$ cat src/rtl/irq_pkg.sv
package irq_pkg;

  localparam int REG_W = 32;
  localparam int NSRC  = 4;

  // register offsets; software decodes these
  localparam logic [7:0] OFS_EN  = 8'h08;
  localparam logic [7:0] OFS_VEC = 8'h0C;
  localparam logic [7:0] OFS_STS = 8'h10;
  localparam logic [7:0] OFS_CAP = 8'h14;

  localparam int GLB_BIT   = 31;
  localparam int MODE_BIT0 = 3;
  localparam int BURST_BIT = 8;

  typedef enum logic [1:0] {
    SIG_LVL_HI    = 2'd0,
    SIG_LVL_LO    = 2'd1,
    SIG_EDGE_RISE = 2'd2,
    SIG_EDGE_FALL = 2'd3
  } sig_mode_e;

  // word bit position of source index i
  function automatic int src_pos(int i);
    case (i)
      0:       return 0;
      1:       return 1;
      2:       return 2;
      default: return 7;
    endcase
  endfunction

  function automatic logic [REG_W-1:0] src_to_word(logic [NSRC-1:0] s);
    logic [REG_W-1:0] w;
    w = '0;
    for (int i = 0; i < NSRC; i++) w[src_pos(i)] = s[i];
    return w;
  endfunction

  function automatic logic [NSRC-1:0] word_to_src(logic [REG_W-1:0] w);
    logic [NSRC-1:0] s;
    for (int i = 0; i < NSRC; i++) s[i] = w[src_pos(i)];
    return s;
  endfunction

  function automatic logic is_level(sig_mode_e m);
    return (m == SIG_LVL_HI) || (m == SIG_LVL_LO);
  endfunction

  function automatic logic is_inverted(sig_mode_e m);
    return (m == SIG_LVL_LO) || (m == SIG_EDGE_FALL);
  endfunction

  function automatic logic [REG_W-1:0] caps_word(sig_mode_e m, logic burst);
    logic [REG_W-1:0] w;
    w = src_to_word('1);
    w[MODE_BIT0 + int'(m)] = 1'b1;
    w[BURST_BIT] = burst;
    return w;
  endfunction

  // enabled pending set, gated by master enable
  function automatic logic [NSRC-1:0] gate_src(logic glb, logic [NSRC-1:0] en,
                                               logic [NSRC-1:0] pend);
    return glb ? (en & pend) : '0;
  endfunction

  function automatic logic new_edge(logic [NSRC-1:0] act, logic [NSRC-1:0] prev);
    return |(act & ~prev);
  endfunction

endpackage

$ cat src/rtl/irq_pend_bank.sv
module irq_pend_bank #(
  parameter int NSRC = 4
) (
  input  logic            clk,
  input  logic            rst_n,
  input  logic [NSRC-1:0] ev,
  input  logic [NSRC-1:0] clr,
  output logic [NSRC-1:0] pend
);

  for (genvar i = 0; i < NSRC; i++) begin : g_bit
    logic bit_q;
    always_ff @(posedge clk or negedge rst_n) begin
      if (!rst_n)     bit_q <= 1'b0;
      else if (ev[i]) bit_q <= 1'b1;          // event beats a clear
      else if (clr[i]) bit_q <= 1'b0;
    end
    assign pend[i] = bit_q;
  end

endmodule

$ cat src/rtl/irq_cfg_regs.sv
module irq_cfg_regs #(
  parameter int NSRC  = 4,
  parameter int VEC_W = 8
) (
  input  logic             clk,
  input  logic             rst_n,
  input  logic             en_we,
  input  logic             vec_we,
  input  logic [31:0]      wdata,
  output logic [NSRC-1:0]  en_src,
  output logic             glb_en,
  output logic [VEC_W-1:0] vec
);

  always_ff @(posedge clk or negedge rst_n) begin
    if (!rst_n) begin
      en_src <= '0;
      glb_en <= 1'b0;
    end else if (en_we) begin
      en_src <= irq_pkg::word_to_src(wdata);
      glb_en <= wdata[irq_pkg::GLB_BIT];
    end
  end

  always_ff @(posedge clk or negedge rst_n) begin
    if (!rst_n)      vec <= '0;
    else if (vec_we) vec <= wdata[VEC_W-1:0];
  end

endmodule

$ cat src/rtl/irq_line_drv.sv
module irq_line_drv #(
  parameter int                NSRC = 4,
  parameter irq_pkg::sig_mode_e MODE = irq_pkg::SIG_LVL_HI
) (
  input  logic            clk,
  input  logic            rst_n,
  input  logic [NSRC-1:0] act,
  output logic            fire_q,
  output logic            irq_o
);

  if (irq_pkg::is_level(MODE)) begin : g_level
    always_ff @(posedge clk or negedge rst_n) begin
      if (!rst_n) fire_q <= 1'b0;
      else        fire_q <= |act;
    end
  end else begin : g_edge
    logic [NSRC-1:0] prev_q;
    always_ff @(posedge clk or negedge rst_n) begin
      if (!rst_n) begin
        prev_q <= '0;
        fire_q <= 1'b0;
      end else begin
        prev_q <= act;
        fire_q <= irq_pkg::new_edge(act, prev_q);
      end
    end
  end

  assign irq_o = irq_pkg::is_inverted(MODE) ? ~fire_q : fire_q;

endmodule

$ cat src/rtl/evt_irq_ctrl.sv
module evt_irq_ctrl #(
  parameter int                 ADDR_W       = 8,
  parameter int                 VEC_W        = 8,
  parameter logic               BURST_STATIC = 1'b1,
  parameter irq_pkg::sig_mode_e MODE         = irq_pkg::SIG_LVL_HI
) (
  input  logic              clk,
  input  logic              rst_n,
  input  logic              reg_wr,
  input  logic              reg_rd,
  input  logic [ADDR_W-1:0] reg_addr,
  input  logic [31:0]       reg_wdata,
  output logic [31:0]       reg_rdata,
  input  logic [3:0]        ev_pulse,
  output logic              irq_o
);

  localparam int NSRC = irq_pkg::NSRC;
  localparam logic [31:0] CAPS = irq_pkg::caps_word(MODE, BURST_STATIC);

  // named internal events
  logic            hit_en, hit_vec, hit_sts, hit_cap;
  logic [NSRC-1:0] clr_src;
  logic [NSRC-1:0] pend_src;
  logic [NSRC-1:0] en_src;
  logic            glb_en;
  logic [NSRC-1:0] act_src;
  logic            fire_q;
  logic [VEC_W-1:0] vec_q;
  logic            unused_bits;

  assign hit_en  = reg_addr == ADDR_W'(irq_pkg::OFS_EN);
  assign hit_vec = reg_addr == ADDR_W'(irq_pkg::OFS_VEC);
  assign hit_sts = reg_addr == ADDR_W'(irq_pkg::OFS_STS);
  assign hit_cap = reg_addr == ADDR_W'(irq_pkg::OFS_CAP);

  assign clr_src = (reg_wr && hit_sts) ? irq_pkg::word_to_src(reg_wdata) : '0;
  assign unused_bits = ^reg_wdata;

  irq_cfg_regs #(.NSRC(NSRC), .VEC_W(VEC_W)) u_cfg (
    .clk    (clk),
    .rst_n  (rst_n),
    .en_we  (reg_wr && hit_en),
    .vec_we (reg_wr && hit_vec),
    .wdata  (reg_wdata),
    .en_src (en_src),
    .glb_en (glb_en),
    .vec    (vec_q)
  );

  irq_pend_bank #(.NSRC(NSRC)) u_pend (
    .clk   (clk),
    .rst_n (rst_n),
    .ev    (ev_pulse),
    .clr   (clr_src),
    .pend  (pend_src)
  );

  assign act_src = irq_pkg::gate_src(glb_en, en_src, pend_src);

  irq_line_drv #(.NSRC(NSRC), .MODE(MODE)) u_line (
    .clk    (clk),
    .rst_n  (rst_n),
    .act    (act_src),
    .fire_q (fire_q),
    .irq_o  (irq_o)
  );

  always_comb begin
    reg_rdata = '0;
    if (reg_rd) begin
      if (hit_en)
        reg_rdata = irq_pkg::src_to_word(en_src) | (32'(glb_en) << irq_pkg::GLB_BIT);
      else if (hit_vec)
        reg_rdata = 32'(vec_q);
      else if (hit_sts)
        reg_rdata = irq_pkg::src_to_word(pend_src);
      else if (hit_cap)
        reg_rdata = CAPS;
    end
  end

endmodule

$ cat config.mk
export PLATFORM = sky130hd
export DESIGN_NAME = evt_irq_ctrl
export DESIGN_NICKNAME = d
export VERILOG_FILES = /design/src/rtl/irq_pkg.sv /design/src/rtl/irq_pend_bank.sv /design/src/rtl/irq_cfg_regs.sv /design/src/rtl/irq_line_drv.sv /design/src/rtl/evt_irq_ctrl.sv
export SDC_FILE = /design/constraint.sdc
export NUM_CORES = 1
export LEC_CHECK = 0
export BUFFER_PORTS_ARGS = -buffer_cell sky130_fd_sc_hd__buf_2
export CAP_MARGIN = 5
export CORE_MARGIN = 8
export CORE_UTILIZATION = 44
export CTS_CLUSTER_DIAMETER = 150
export DETAILED_ROUTE_END_ITERATION = 8
export GPL_TIMING_DRIVEN = 0
export PLACE_DENSITY = 0.9
export SLEW_MARGIN = 20
export SYNTH_ARGS = -nofsm -noshare
export SYNTH_HDL_FRONTEND = slang
export SYNTH_SLANG_ARGS = --single-unit
$ cat constraint.sdc
create_clock -name clk -period 1.9 [get_ports clk]
set_input_delay 0 -clock clk [delete_from_list [all_inputs] [get_ports clk]]
set_output_delay 0 -clock clk [all_outputs]
set_load 0.005 [all_outputs]
# Word-level counts from Yosys, hierarchy flattened
# Index checks and enable logic that the tools add are counted.
dict set report totals {
  reg_bits 18
  word_cells 129
  input_bits 48
  output_inout_bits 33
}
dict set report classes {
  reduce_logical 16
  mux 77
  bitwise 4
  order_cmp 20
  eq_ne 4
}
# op count
set op_table {}
lappend op_table {{32-bit two-way mux} 32}
lappend op_table {{32-bit by 7-bit less-than comparator with 1-bit output, second input constant} 12}
lappend op_table {{32-bit by 1-bit greater-or-equal comparator with 1-bit output, second input constant} 8}
lappend op_table {{32-bit bitwise mux} 6}
lappend op_table {{32-bit bitwise AND} 2}
lappend op_table {{1-bit demux with 5-bit select} 8}
lappend op_table {{32-bit bitwise OR} 1}
lappend op_table {{1-bit two-way mux} 24}
lappend op_table {{1-bit binary-select mux with 5-bit select} 4}
lappend op_table {{8-bit by 4-bit == test with 1-bit output, second input constant} 2}
lappend op_table {{8-bit by 5-bit == test with 1-bit output, second input constant} 2}
lappend op_table {{1-bit logical AND} 11}
lappend op_table {{9-bit two-way mux} 1}
lappend op_table {{4-bit two-way mux} 2}
lappend op_table {{2-bit nonzero test} 4}
lappend op_table {{4-bit bitwise AND} 1}
lappend op_table {{4-bit OR reduction} 1}

# Longest topological paths before layout
# Gate-level depths: netlist of run 1.
dict set report logic_depth {
  ltp_word 17
  depth_mapped 6
  ltp_nobuf 4
}

# Hierarchy
# A second synthesis of run 1 with hierarchy kept.
dict set report hier_totals {
  cells_unflattened 121
  hier_area_um2 1253.7
}
# mod area_each_um2 cells_each n_inst seq_area_each_um2
set modules_own_cells {}
lappend modules_own_cells {evt_irq_ctrl 525.5 75 1 0.0}
lappend modules_own_cells {irq_cfg_regs 513.0 27 1 325.3}
lappend modules_own_cells {irq_pend_bank 175.2 16 1 100.1}
lappend modules_own_cells {irq_line_drv 40.0 3 1 25.0}

# Worst setup path before layout of run 1
# Ideal clock, no wire load.
dict set report synth_path {
  path_kind {in2reg}
  startpoint {input reg_addr[5]}
  endpoint {register u_cfg.vec[0]}
  t_required_ns 1.775
  path_buffers 2
  setup_time_ns 0.125
  cell_stages 6
  path_slack_ns 0.609
  arrival_time_ns 1.166
  path_cell_list {nor3_4 and3_1 buf_4 and3_4 buf_12 mux2_4}
}
dict set report synth_via {
  elab_chain_cells 2
}
# element line_no
set synth_rtl {}
lappend synth_rtl {{start: declaration} evt_irq_ctrl.sv:11} ;# input logic [ADDR_W-1:0] reg_addr,
lappend synth_rtl {{8-bit by 4-bit == test with 1-bit output} evt_irq_ctrl.sv:33} ;# assign hit_vec = reg_addr == ADDR_W'(irq_pkg::OFS_VEC);
lappend synth_rtl {{1-bit logical AND} evt_irq_ctrl.sv:44} ;# .vec_we (reg_wr && hit_vec),
lappend synth_rtl {{end signal: assignment} irq_cfg_regs.sv:27} ;# else if (vec_we) vec <= wdata[VEC_W-1:0];
lappend synth_rtl {{end: declaration} irq_cfg_regs.sv:12} ;# output logic [VEC_W-1:0] vec
# Every way passes these cells.
# A chain may end at the register's enable or synchronous reset.

# Worst setup path after layout of run 1
dict set report layout_path {
  startpoint {register u_pend.g_bit[0].bit_q}
  endpoint {output reg_rdata[0]}
}
dict set report layout_via {
  elab_chain_cells 8
}
# element line_no
set layout_rtl {}
lappend layout_rtl {{start: declaration} irq_pend_bank.sv:12} ;# logic bit_q;
lappend layout_rtl {{start signal: assignment} irq_pend_bank.sv:14} ;# if (!rst_n) bit_q <= 1'b0;
lappend layout_rtl {{start signal: assignment} irq_pend_bank.sv:15} ;# else if (ev[i]) bit_q <= 1'b1;
lappend layout_rtl {{start signal: assignment} irq_pend_bank.sv:16} ;# else if (clr[i]) bit_q <= 1'b0;
lappend layout_rtl {{32-bit bitwise AND (no line)} n/a}
lappend layout_rtl {{32-bit bitwise mux (3 in a row)} irq_pkg.sv:36} ;# for (int i = 0; i < NSRC; i++) w[src_pos(i)] = s[i];
lappend layout_rtl {{32-bit two-way mux} evt_irq_ctrl.sv:76} ;# else if (hit_sts)
lappend layout_rtl {{32-bit two-way mux} evt_irq_ctrl.sv:74} ;# else if (hit_vec)
lappend layout_rtl {{32-bit two-way mux} evt_irq_ctrl.sv:72} ;# if (hit_en)
lappend layout_rtl {{32-bit two-way mux} evt_irq_ctrl.sv:71} ;# if (reg_rd) begin
lappend layout_rtl {{end: declaration} evt_irq_ctrl.sv:13} ;# output logic [31:0] reg_rdata,
# Every way passes these cells.

==> results of run 1 <==
## routing by layer
layer | global-route usage [%] | up-vias | routed length (µm)
met3 | 3.64 | 12 | 391
li1 | - | 497 | -
met5 | 0 | - | 0
met4 | 6.27 | 0 | 91
met1 | 16.5 | 460 | 1230
met2 | 22.5 | 65 | 1350
## cells by family after synthesis
group / after synthesis
simple gates: 38
buf+inv: 26
flops: 18
compound gates: 14
mux: 14
other cells: 1
## per-stage QoR
step	std cells	worst slack, ns	util (%)	hold slack, ns
after floorplan	132	0.609	-	-0.296
after CTS	213	0.634	64.7	0.0337
after global placement	196	0.375	58.2	-0.0661
final	214	0.619	64.8	0.0405
after detailed placement	196	0.350	58.2	-0.0515
after global routing	214	0.578	64.8	0.0655
## state kept, by name, indices dropped and copies added (netlist names)
register,cells
u_cfg.en_src,4
u_cfg.glb_en,1
u_cfg.vec,8
u_line.fire_q,1
u_pend.g_bit.bit_q,4
## worst max-delay path, stage by stage, from the launching register on
cell     delay, ns
dfrtp_1       0.43
nand4_1       0.10
nand2_1       0.06
a32o_1        0.27
buf_2         0.13
## worst max-delay path by stage
stage	cells past startpoint	startpoint	to
floorplan	6	reg_addr[5]	u_cfg.vec[0]
global placement	7	reg_addr[5]	u_cfg.vec[6]
detailed placement	7	reg_addr[5]	u_cfg.vec[1]
CTS	4	u_pend.g_bit[0].bit_q	reg_rdata[0]
global route	4	u_pend.g_bit[1].bit_q	reg_rdata[1]
finish	4	u_pend.g_bit[0].bit_q	reg_rdata[0]
## synthesized netlist by cell type
cell type and number:
buf_4 23, dfrtp_1 18, nand2_1 11, mux2_4 8, and3_1 6, nand3_1 6, mux2_2 5, a21o_1 4
a32o_1 3, and2_1 3, nand4_1 3, a22oi_1 2, nor2b_1 2, nor3_1 2, a21boi_0 1, a21oi_1 1
a221oi_1 1, and3_4 1, buf_12 1, buf_2 1, conb_1 1, inv_1 1, mux2i_1 1, nand2b_1 1
nor2_1 1, nor3_2 1, nor3_4 1, o2111ai_1 1, o21ai_0 1
## what timing repair did
item / in CTS / in global routing
endpoints found under the hold margin: 34 / 0
resized for setup: 0 / 0
hold buffers: 14 / 0
## power groups by stage
stage	clock [mW]	sequential, mW	combinational (mW)
4_1_cts	0.190	0.405	0.150
3_5_place_dp	0	0.413	0.128
6_report	0.187	0.405	0.154
2_1_floorplan	0	0.410	0.0803
5_1_grt	0.204	0.407	0.169
3_3_place_gp	0	0.412	0.124
## final cells by class
class	count	area (µm²)	area share [%]
Antenna cell	1	2.50	0.154
Buffer	25	198	12.2
Clock buffer	3	22.5	1.39
Inverter	1	3.75	0.232
Multi-Input combinational cell	88	596	36.8
Sequential cell	18	450	27.8
Tap cell	30	37.5	2.32
Timing Repair Buffer	48	310	19.2
==> results.toml, run 1 <==
[run_status]
status = "finished clean"

[final_layout]
area_growth_pct = 38.7
final_cell_area_um2 = 1620
layout_common_cells = "35 x buf_2, 23 x buf_4, 22 x conb_1"
drive_above_1_share_pct = 42.6
n_fill_cell = 195
final_common_cell = "buf_2"
fin_nets = 233

[detailed_routing]
via_per_inst = 4.83
firstDrtPassIters = 4
totalWireLength_mm = 3.06
routedWlPerCell_um = 14.3
drc = 0
ant_nets = 0
vias = 1034
drt_iter0_drc = 27

[cts]
cts_buffers = 3
cts_max_level = 1
clockRootBuffer = "clkbuf_4"
insertion_delay_ns = 0.30
cts_max_path_buffers = 2
clk_pin_slew_ns = 0.10
cts_tree = "yes"
post_cts_buffers = 0
numClockSinks = 18

[power_and_ir_drop]
power.density_nw_per_um2 = 461
p_total_mw = 0.747
peakVddDrop_mv = 0.540
p_leak_nw = 0.862
p_seq_share_pct = 54.3
comb_power_share_pct = 20.6
p_int_mw = 0.559
pwr-share-clk_pct = 25.1
power.switching_mw = 0.187
swShare_pct = 25.1

[synth]
synth_compound_area_share_pct = 9.42
yosysTopAreaCellShare_pct = 38.5
ys_types = 29
yosys.area_share.adder_pct = 0
mappedNetlistArea_um2 = 1170
synth_top_cell_by_area = "dfrtp_1"
synth_top_family_by_area = "simple AND/OR/NAND/NOR gates"
yosysWarnings = 0
synth_simple_gate_area_share_pct = 18.5
synth-xor-area-share_pct = 0
synth_area_leaders = "dfrtp_1 39%, buf_4 15%, mux2_4 10%"
muxShareOfSynthArea_pct = 16.0
seq_area_frac_synth_pct = 38.5
ys_ff_latch = 18
postSynthCellCount = 111
avgSynthCellArea_um2 = 10.5

[setup_path]
crit_path_end_kind = "primary output"
crit_type = "reg -> out"
worst-r2r-setup-slack_ns = 1.03
ff2ff_path_depth = 2
critPathLaunchType = "register"
regToRegEndpoint = "u_line.fire_q"
cp_data_required_time_ns = 1.90
arrival_ns = 1.28
critPathMaxFanout = 3
rr_startpoint = "u_pend.g_bit[0].bit_q"

[floorplanning]
die_w_um = 67.5
pin_count = 81
die_area_um2 = 4560
core_um2 = 2500
rows = 18
dieHeight_um = 67.5
initial_utilization_pct = 46.7

[worst_hold_path]
hold_class = "in -> reg"
min_from = "reg_wr"
hold_depth = 3
hold_path_end = "u_pend.g_bit[1].bit_q"

[global_route]
grt_usage_pct = 13.7
antenna_found_initial = 1
grt_overflow_total = 0
grt_max_degree = 19
grt_pass1_vias = 1032
grt_pass1_wl_mm = 4.89

[sta]
setup-tns-final_ns = 0
skew_ns = 0.00770
max_freq_ghz = 0.781
min_period_ns = 1.28
setup_violations = 0
period_share_pct = 67.4
hold_violations = 0
maxSlewViolCount = 0
grt_setup_unrepaired = "false"

[job]
max_cap_viol_count = 0

[placement]
hpwl_mm = 2.35
placed_cell_area_um2 = 1460
place.gp.congestion = 0.889
io_buffer_count = 34
(Power assumes the default switching activity.)
==> inputs of run 2 (changes only) <==
CORE_UTILIZATION = 37   (was 44)
PLACE_DENSITY = 0.81   (was 0.9)
clock period = 1 ns   (was 1.9 ns; I/O delays follow)
==> run 2 against run 1 <==
Compared with the run above:
- the flow now finishes with violations (negative setup slack)
- combinational power grew 120%
- global-route usage decreased by 1.9 points
- first-iteration DRC count down 7.4%
- worst setup slack got worse by 0.87 ns
- die area rose by 14%
- total power grew 110%
- clock skew down 0.0029 ns
- critical path depth did not move
- cell area is 13% higher
- count of clock-buffer cells in the layout grew 1
- critical path type unchanged
- critical endpoint is now reg_rdata[1]
- largest cell class unchanged
- largest power group unchanged
- highest routed layer unchanged
==> results.toml, run 2 (synthesis results as in run 1) <==
[global_route]
grt_usage_pct = 11.9
antenna_found_initial = 0
grt_overflow_total = 0
grt_max_degree = 19
grt_pass1_wl_mm = 5.04
grt_pass1_vias = 1088

[sta]
setup_violations = 13
maxSlewViolCount = 0
hold_violations = 0
period_share_pct = 125
skew_ns = 0.00479
grt_setup_unrepaired = "true"
max_freq_ghz = 0.802
holdWs_ns = 0.0454
min_period_ns = 1.25
fin_ws_ns = -0.248

[cts]
cts_max_level = 1
cts_max_path_buffers = 2
clockRootBuffer = "clkbuf_4"
cts_tree = "yes"
numClockSinks = 18
insertion_delay_ns = 0.30
clk_pin_slew_ns = 0.10
cts_buffers = 3

[detailed_routing]
totalWireLength_mm = 3.19
routedWlPerCell_um = 13.1
ant_nets = 0
firstDrtPassIters = 4
drt_iter0_drc = 25
via_per_inst = 4.44
vias = 1079
drc = 0

[floorplanning]
pin_count = 81
die_area_um2 = 5210
initial_utilization_pct = 38.6
rows = 20
die_w_um = 72.2
dieHeight_um = 72.2
core_um2 = 3030

[setup_path]
critPathMaxFanout = 2
cp_data_required_time_ns = 1.00
max_stage_delay_ns = 0.42
cp_cell_sequence = "nand4_1, nand2_1, a32o_1, buf_2"
critPathLaunchType = "register"
crit_type = "reg -> out"
ff2ff_path_depth = 3
crit_path_end_kind = "primary output"
arrival_ns = 1.25
slowest_stage = "dfrtp_1"

[final_layout]
drive_above_1_share_pct = 51.8
multi_input_area_um2 = 643
final_common_cell = "buf_4"
n_fill_cell = 257
regArea_um2 = 450
largest_register_ffs = 8
top_regs = "u_cfg.vec: 8 flops, u_cfg.en_src: 4 flops, u_pend.g_bit.bit_q: 4 flops"
antenna_cells = 0
top_register = "u_cfg.vec"
final_cells = 243
fin_nets = 248
layout_common_cells = "37 x buf_4, 32 x buf_2, 22 x conb_1"
finish.utilization_pct = 60.5
area_growth_pct = 56.7

[placement]
place.gp.congestion = 0.785
hpwl_mm = 2.32
io_buffer_count = 34
dp.cells = 210
dpl_worst_slack_ns = -0.536

[worst_hold_path]
hold_class = "in -> reg"
hold_depth = 3

[power_and_ir_drop]
p_leak_nw = 0.960
power.density_nw_per_um2 = 854
p_total_mw = 1.56
peakVddDrop_mv = 0.826

[job]
max_cap_viol_count = 0

[run_status]
violations = "negative setup slack"
status = "finished with violations"
-- run 2: cell types whose count changed in the layout (fill, tap and decap cells not counted), moves of 2 or more --
cell and change:
and2_1 -2, buf_4 +14, a22oi_1 -2, a22oi_2 +2, and2_4 +2, buf_2 -3, buf_6 +4
-- run 2: path summary, 6_finish.rpt --
check | slack (ns) | startpoint | to
min reg2reg | 0.51 | u_cfg.vec[5] | u_cfg.vec[5]
max in group asynchronous | 0.56 | rst_n | u_cfg.vec[7]
min | 0.05 | reg_wr | u_pend.g_bit[1].bit_q
max | -0.25 | u_pend.g_bit[1].bit_q | reg_rdata[1]
max reg2reg | 0 | u_cfg.vec[7] | u_cfg.vec[7]
min in group asynchronous | 0.15 | rst_n | u_pend.g_bit[2].bit_q
-- run 2: stage by stage --
stage	area (µm²)	setup TNS, ns
6_report	1830	-1.67
5_1_grt	1830	-2.44
4_1_cts	1740	-1.71
3_5_place_dp	1480	-7.74
3_3_place_gp	1480	-7.71
2_1_floorplan	1260	-2.52
-- run 2: cell type report --
type	instances	share of cell area [%]
buffer	25	11.0
clock buffer	4	1.98
inverter	1	0.205
multi-input combinational	88	35.1
sequential	18	24.6
tap	44	3.01
timing repair buffer	63	24.1
-- run 2: layer usage --
| layer | share of wire [%] | track usage (%) | wire length (µm) |
|---|---|---|---|
| met3 | 14 | 5.79 | 441 |
| met5 | 0 | 0 | 0 |
| met1 | 41 | 14.4 | 1320 |
| met4 | 1.3 | 4.08 | 40 |
| met2 | 44 | 17.9 | 1390 |
-- run 2: worst max-delay path, delay by kind of cell (launching register included) --
| family | cells | cell delay [ns] |
|---|---|---|
| compound gates | 1 | 0.26 |
| buf+inv | 1 | 0.12 |
| flops | 1 | 0.42 |
| simple gates | 2 | 0.15 |
-- run 2: what timing repair did --
item	CTS	global route
pin swaps	4	9
hold buffers	14	0
setup endpoints to repair	17	16
setup buffers	9	7
endpoints found under the hold margin	35	0
resized for setup	3	12
-- run 2: power breakdown --
part / internal [mW] / switching (mW) / total (mW)
clock: 0.222 / 0.230 / 0.453
sequential: 0.753 / 0.0166 / 0.770
combinational: 0.204 / 0.138 / 0.342
total: 1.18 / 0.385 / 1.56
